**src/rtl/patseq_pkg.sv**
```systemverilog
package patseq_pkg;
  typedef enum logic [1:0] {
    ST_IDLE = 2'd0,
    ST_RUN  = 2'd1,
    ST_DONE = 2'd2
  } seq_state_e;
endpackage

```
**src/rtl/patseq_ctrl.sv**
```systemverilog
module patseq_ctrl
  import patseq_pkg::*;
#(
  parameter int TIME_W = 32
) (
  input  logic              clk,
  input  logic              rst_n,
  input  logic              start_i,
  input  logic              fin_i,
  input  logic              starve_i,
  output seq_state_e        state_o,
  output logic [TIME_W-1:0] now_o,
  output logic              underflow_o
);
  seq_state_e        state_q;
  logic [TIME_W-1:0] now_q;
  logic              uf_q;

  always_ff @(posedge clk) begin
    if (!rst_n) begin
      state_q <= ST_IDLE;
      now_q   <= '0;
      uf_q    <= 1'b0;
    end else begin
      unique case (state_q)
        ST_IDLE, ST_DONE: begin
          if (start_i) begin
            state_q <= ST_RUN;
            now_q   <= '0;
            uf_q    <= 1'b0;
          end
        end
        ST_RUN: begin
          now_q <= now_q + 1'b1;
          if (starve_i) uf_q <= 1'b1;
          if (fin_i) state_q <= ST_DONE;
        end
        default: state_q <= ST_IDLE;
      endcase
    end
  end

  assign state_o     = state_q;
  assign now_o       = now_q;
  assign underflow_o = uf_q;

  // the counter advances by one on every running cycle
  a_r5_time_advances: assert property (@(posedge clk) disable iff (!rst_n)
    (state_q == ST_RUN) |=> (now_q == $past(now_q) + 1'b1));

  // the flag is held until a start pulse
  a_r9_underflow_sticky: assert property (@(posedge clk) disable iff (!rst_n)
    (uf_q && !start_i) |=> uf_q);

  // only the three legal encodings
  a_r10_legal_state: assert property (@(posedge clk) disable iff (!rst_n)
    (state_q != 2'd3));
endmodule

```
**src/rtl/patseq_stage.sv**
```systemverilog
module patseq_stage #(
  parameter int TIME_W = 32,
  parameter int CH_W   = 32
) (
  input  logic              clk,
  input  logic              rst_n,
  input  logic              run_i,
  input  logic              cmd_valid_i,
  input  logic              cmd_last_i,
  input  logic [TIME_W-1:0] cmd_time_i,
  input  logic [CH_W-1:0]   cmd_levels_i,
  input  logic              consume_i,
  output logic              ready_o,
  output logic              starve_o,
  output logic              held_o,
  output logic              h_last_o,
  output logic [TIME_W-1:0] h_time_o,
  output logic [CH_W-1:0]   h_levels_o
);
  logic              held_q;
  logic              last_q;
  logic [TIME_W-1:0] time_q;
  logic [CH_W-1:0]   lev_q;
  logic              take;

  assign ready_o  = run_i & ~held_q;
  assign take     = ready_o & cmd_valid_i;
  assign starve_o = ready_o & ~cmd_valid_i;

  always_ff @(posedge clk) begin
    if (!rst_n) begin
      held_q <= 1'b0;
      last_q <= 1'b0;
      time_q <= '0;
      lev_q  <= '0;
    end else if (take) begin
      held_q <= 1'b1;
      last_q <= cmd_last_i;
      time_q <= cmd_time_i;
      lev_q  <= cmd_levels_i;
    end else if (consume_i) begin
      held_q <= 1'b0;
    end
  end

  assign held_o     = held_q;
  assign h_last_o   = last_q;
  assign h_time_o   = time_q;
  assign h_levels_o = lev_q;

  // the consumer only releases a command that is actually held
  a_r3_consume_held: assert property (@(posedge clk) disable iff (!rst_n)
    consume_i |-> held_q);
endmodule

```
**src/rtl/patseq_cmp.sv**
```systemverilog
module patseq_cmp #(
  parameter int TIME_W = 32
) (
  input  logic              held_i,
  input  logic [TIME_W-1:0] now_i,
  input  logic [TIME_W-1:0] due_time_i,
  output logic              due_o
);
  assign due_o = held_i & (now_i >= due_time_i);
endmodule

```
**src/rtl/patseq_ports.sv**
```systemverilog
module patseq_ports #(
  parameter int N_PORTS = 4,
  parameter int PORT_W  = 8
) (
  input  logic                          clk,
  input  logic                          rst_n,
  input  logic                          load_i,
  input  logic [N_PORTS*PORT_W-1:0]     levels_i,
  output logic [N_PORTS-1:0][PORT_W-1:0] port_o
);
  for (genvar k = 0; k < N_PORTS; k++) begin : g_port
    always_ff @(posedge clk) begin
      if (!rst_n)      port_o[k] <= '0;
      else if (load_i) port_o[k] <= levels_i[k*PORT_W +: PORT_W];
    end
  end

  // port words hold between loads
  a_r7_hold: assert property (@(posedge clk) disable iff (!rst_n)
    !load_i |=> $stable(port_o));
endmodule

```
**src/rtl/pattern_sequencer.sv**
```systemverilog
module pattern_sequencer
  import patseq_pkg::*;
#(
  parameter int N_PORTS = 4,
  parameter int PORT_W  = 8,
  parameter int TIME_W  = 32
) (
  input  logic                           clk,
  input  logic                           rst_n,
  input  logic                           start,
  input  logic                           cmd_valid,
  output logic                           cmd_ready,
  input  logic                           cmd_last,
  input  logic [TIME_W-1:0]              cmd_time,
  input  logic [N_PORTS*PORT_W-1:0]      cmd_levels,
  output logic [N_PORTS-1:0][PORT_W-1:0] dout,
  output logic [1:0]                     status,
  output logic                           underflow
);
  localparam int CH_W = N_PORTS * PORT_W;

  seq_state_e        state;
  logic [TIME_W-1:0] now;
  logic              starve, held, h_last, due, fin;
  logic [TIME_W-1:0] h_time;
  logic [CH_W-1:0]   h_levels;

  assign fin = due & h_last;

  patseq_ctrl #(.TIME_W(TIME_W)) i_ctrl (
    .clk(clk), .rst_n(rst_n), .start_i(start), .fin_i(fin),
    .starve_i(starve), .state_o(state), .now_o(now), .underflow_o(underflow)
  );

  patseq_stage #(.TIME_W(TIME_W), .CH_W(CH_W)) i_stage (
    .clk(clk), .rst_n(rst_n), .run_i(state == ST_RUN),
    .cmd_valid_i(cmd_valid), .cmd_last_i(cmd_last), .cmd_time_i(cmd_time),
    .cmd_levels_i(cmd_levels), .consume_i(due), .ready_o(cmd_ready),
    .starve_o(starve), .held_o(held), .h_last_o(h_last),
    .h_time_o(h_time), .h_levels_o(h_levels)
  );

  patseq_cmp #(.TIME_W(TIME_W)) i_cmp (
    .held_i(held), .now_i(now), .due_time_i(h_time), .due_o(due)
  );

  patseq_ports #(.N_PORTS(N_PORTS), .PORT_W(PORT_W)) i_ports (
    .clk(clk), .rst_n(rst_n), .load_i(due), .levels_i(h_levels), .port_o(dout)
  );

  assign status = state;

  // the stream is only accepted while running
  a_r3_ready_in_run: assert property (@(posedge clk) disable iff (!rst_n)
    cmd_ready |-> (state == ST_RUN));

  // an accepted command cannot reach the ports on the next edge
  a_r4_stage_latency: assert property (@(posedge clk) disable iff (!rst_n)
    (cmd_valid && cmd_ready) |=> $stable(dout));

  // nothing is read after the final command
  a_r8_done_quiet: assert property (@(posedge clk) disable iff (!rst_n)
    (state == ST_DONE) |-> !cmd_ready);
endmodule

```
**config.mk**
```make
export PLATFORM = sky130hd
export DESIGN_NAME = pattern_sequencer
export DESIGN_NICKNAME = d
export VERILOG_FILES = /design/src/rtl/patseq_pkg.sv /design/src/rtl/patseq_ctrl.sv /design/src/rtl/patseq_stage.sv /design/src/rtl/patseq_cmp.sv /design/src/rtl/patseq_ports.sv /design/src/rtl/pattern_sequencer.sv
export SDC_FILE = /design/constraint.sdc
export NUM_CORES = 1
export LEC_CHECK = 0
export BUFFER_PORTS_ARGS = -buffer_cell sky130_fd_sc_hd__buf_2
export CAP_MARGIN = 20
export CORE_MARGIN = 5
export CORE_UTILIZATION = 51
export CTS_CLUSTER_DIAMETER = 60
export DETAILED_ROUTE_END_ITERATION = 6
export PLACE_DENSITY_LB_ADDON = 0.15
export SETUP_SLACK_MARGIN = 0.15
export SLEW_MARGIN = 20
export SYNTH_ARGS = -nofsm -noshare
export SYNTH_HDL_FRONTEND = slang
export SYNTH_HIERARCHICAL = 1
export SYNTH_SLANG_ARGS = --single-unit
```
**constraint.sdc**
```tcl
create_clock -name clk -period 2.25 [get_ports clk]
set_input_delay 0.45 -clock clk [delete_from_list [all_inputs] [get_ports clk]]
set_output_delay 0.45 -clock clk [all_outputs]
set_load 0.1 [all_outputs]
```
==> metrics.cfg <==
[status]
status=complete, but fails checks
violations=negative setup slack

[worst_setup_path]
cp_max_fo=8
cp_cell_sequence=inv_2 -> ha_4 -> nand2b_4 -> a2111oi_4 -> o21ai_2 -> a211oi_4 -> o31ai_4 -> buf_12 -> buf_6 -> buf_16 -> mux2i_1 -> nor2b_1
end_kind=register
critPathMaxStageDelay_ps=330
startpoint_type=register
cp_data_arrival_time_ps=2620
cp.required_ps=2560
crit_type=register to register
slowest_stage=dfxtp_2

[clock_network]
htree_levels=4
clk_latency_ps=420
cts.clk_slew.worst_paths_ps=60
cts_buffers=17
cts_tree=built
clockBufferDepth=2
numClockSinks=133
cts_root_buf=clkbuf_16

[timing]
fmax_mhz=434
timing.final.ws_setup_ps=-54.2
period_share=1.02
rsz0062_at_grt=yes
report.final.slew_viol_count=0
setup_viol=18
relSlewSlack=0.624
hold_viol=0
skew_ps=9.76
finalCriticalPeriod_ps=2300
tightestPinTransition_ps=561

[synthesis]
yosysUniqueCellTypes=60
synth-edff-count=0
ys_seq_area_frac=0.415
syn_nets=810
ys_warn_count=6
synth_ff_type=dfxtp_1
async_flop_share=0
synthCells=708
ys_seq_elements=133
syn_area_um2=6410
avgSynthCellArea_um2=9.06

[power]
ir_drop_uv=591
p_total_mw=5.74
p_leak_nw=3.20
power_density_nw_per_um2=710

[flow_run]
maxCapViolations=0

[final_layout]
mostFrequentLayoutCell=nand2_1
drive_gt1_frac=0.270
nets=931
layout_common_cells=nand2_1 (159), dfxtp_1 (118), buf_2 (103)
regArea_um2=2680
final-instance-count-excl-fill=1014
area_growth_pct=25.9
fillers=1005
n_antenna_cell=0
multi_input_area_um2=3530

[die]
die_width_um=122
num_rows=41
dieArea_um2=14900
die_h_um=122
core_um2=12500
start_util=0.515
top_level_ports=105

[global_routing]
grt_usage=0.207
grt_max_degree=142
antenna_found_initial=1
grt_pass1_wl_um=24500
grt_pass1_vias=5263
overflow=0

[detailed_routing]
route.detailed.drc=0
vias=5327
drtIter0Drc=274
wl_per_cell_um=14.8
ant_nets=0
drt-vias-per-instance=5.25
firstDrtPassIters=5
routed_wl_um=15000

[min_path]
hp-class=input pin to register

[place]
place_hpwl_um=9940
dp_cells=974
dpl_worst_slack_ps=-54.1
routabilityCongestion=0.824
port-buffer-count=104

[repair_timing]
action	CTS	global route
pin swaps	0	10
endpoints found under the hold margin	0	0
gates cloned	2	1
resized for setup	35	7
setup buffers	4	1
setup endpoints to repair	35	35
hold buffers	0	0
[cell families after synthesis]
logic type,synth area share
muxes,0.158
xor gates and xnor gates,0.00273
buffers and inverters,0.0614
and+or+nand+nor,0.217
DFF,0.415
AOI/OAI and AO/OA,0.0807
adders and majority gates,0.0644
[stage by stage]
stage | area (µm²) | hold slack [ps] | utilization | TNS (ps)
after floorplan | 6430 | 430 | - | 0
after global placement | 7180 | 441 | 0.576 | -44.8
after detailed placement | 7180 | 448 | 0.576 | -992
after CTS | 8000 | 248 | 0.642 | -59.9
after global routing | 8080 | 262 | 0.648 | -3140
final | 8080 | 265 | 0.648 | -755
[cell usage after synthesis, types with 4 or more instances]
cell	count	area, µm²
and3_1	4	25.0
nand2_1	160	601
a21oi_1	19	95.1
o21a_1	4	30.0
nor2_1	23	86.3
nor3_1	4	20.0
o21ai_0	8	40.0
buf_6	6	67.6
nand3_1	20	100
clkbuf_1	22	82.6
ha_1	33	413
inv_1	36	135
dfxtp_1	133	2660
a311oi_1	4	35.0
o31ai_1	11	82.6
nor2b_1	35	219
nand4_1	18	113
a31oi_1	4	25.0
mux2_2	4	45.0
mux2i_1	97	971
[per-layer routing]
metal	wire length, µm	part of all wire	track usage	vias up
met3	898	0.060	0.0724	16
met5	18	0.0012	0	-
met4	186	0.012	0.0735	2
met2	7140	0.48	0.331	135
li1	-	-	-	2677
met1	6720	0.45	0.259	2497
[final timing paths]
| check | startpoint | to | slack (ps) | depth (start not counted) |
|---|---|---|---|---|
| worst max-delay path | i_ctrl/now_o[0]$_SDFFE_PN0P_ | i_ports/port_o[3]$_SDFFE_PN0P_ | -50 | 12 |
| worst min-delay path | cmd_levels[19] | i_stage/h_levels_o[19]$_SDFFE_PN0P_ | 270 | 3 |
| worst max register to register | i_ctrl/now_o[0]$_SDFFE_PN0P_ | i_ports/port_o[3]$_SDFFE_PN0P_ | -50 | 12 |
| worst min register to register | i_stage/h_time_o[27]$_SDFFE_PN0P_ | i_stage/h_time_o[27]$_SDFFE_PN0P_ | 450 | 2 |
[area by class of cell]
class,instances,area share
tap,172,0.0266
sequential,133,0.332
inverter,37,0.0172
clock buffer,18,0.0544
timing repair buffer,141,0.113
clock inverter,14,0.0190
multi-input combinational,499,0.437
[registers in the layout, summed over array words and instances, names as in the netlist]
register	cells
i_ctrl/state_o	2
i_ctrl/underflow_o	1
i_stage/held_o	1
i_stage/h_last_o	1
i_ports/port_o	32
i_stage/h_levels_o	32
i_ctrl/now_o	32
i_stage/h_time_o	32
[worst max-delay path, delay by kind of cell, from the launching register on]
kind	cells	cell delay (ps)
DFF	1	330
buffers and inverters	4	450
muxes	1	140
adders and majority gates	1	200
AOI/OAI and AO/OA	4	860
and+or+nand+nor	2	200
[power breakdown]
group,internal (mW),switching (mW),leakage (nW)
sequential,2.42,0.0346,1.08
combinational,0.237,0.312,1.83
clock,1.67,1.07,0.283
Note: power is estimated with default switching activity, not from simulation.
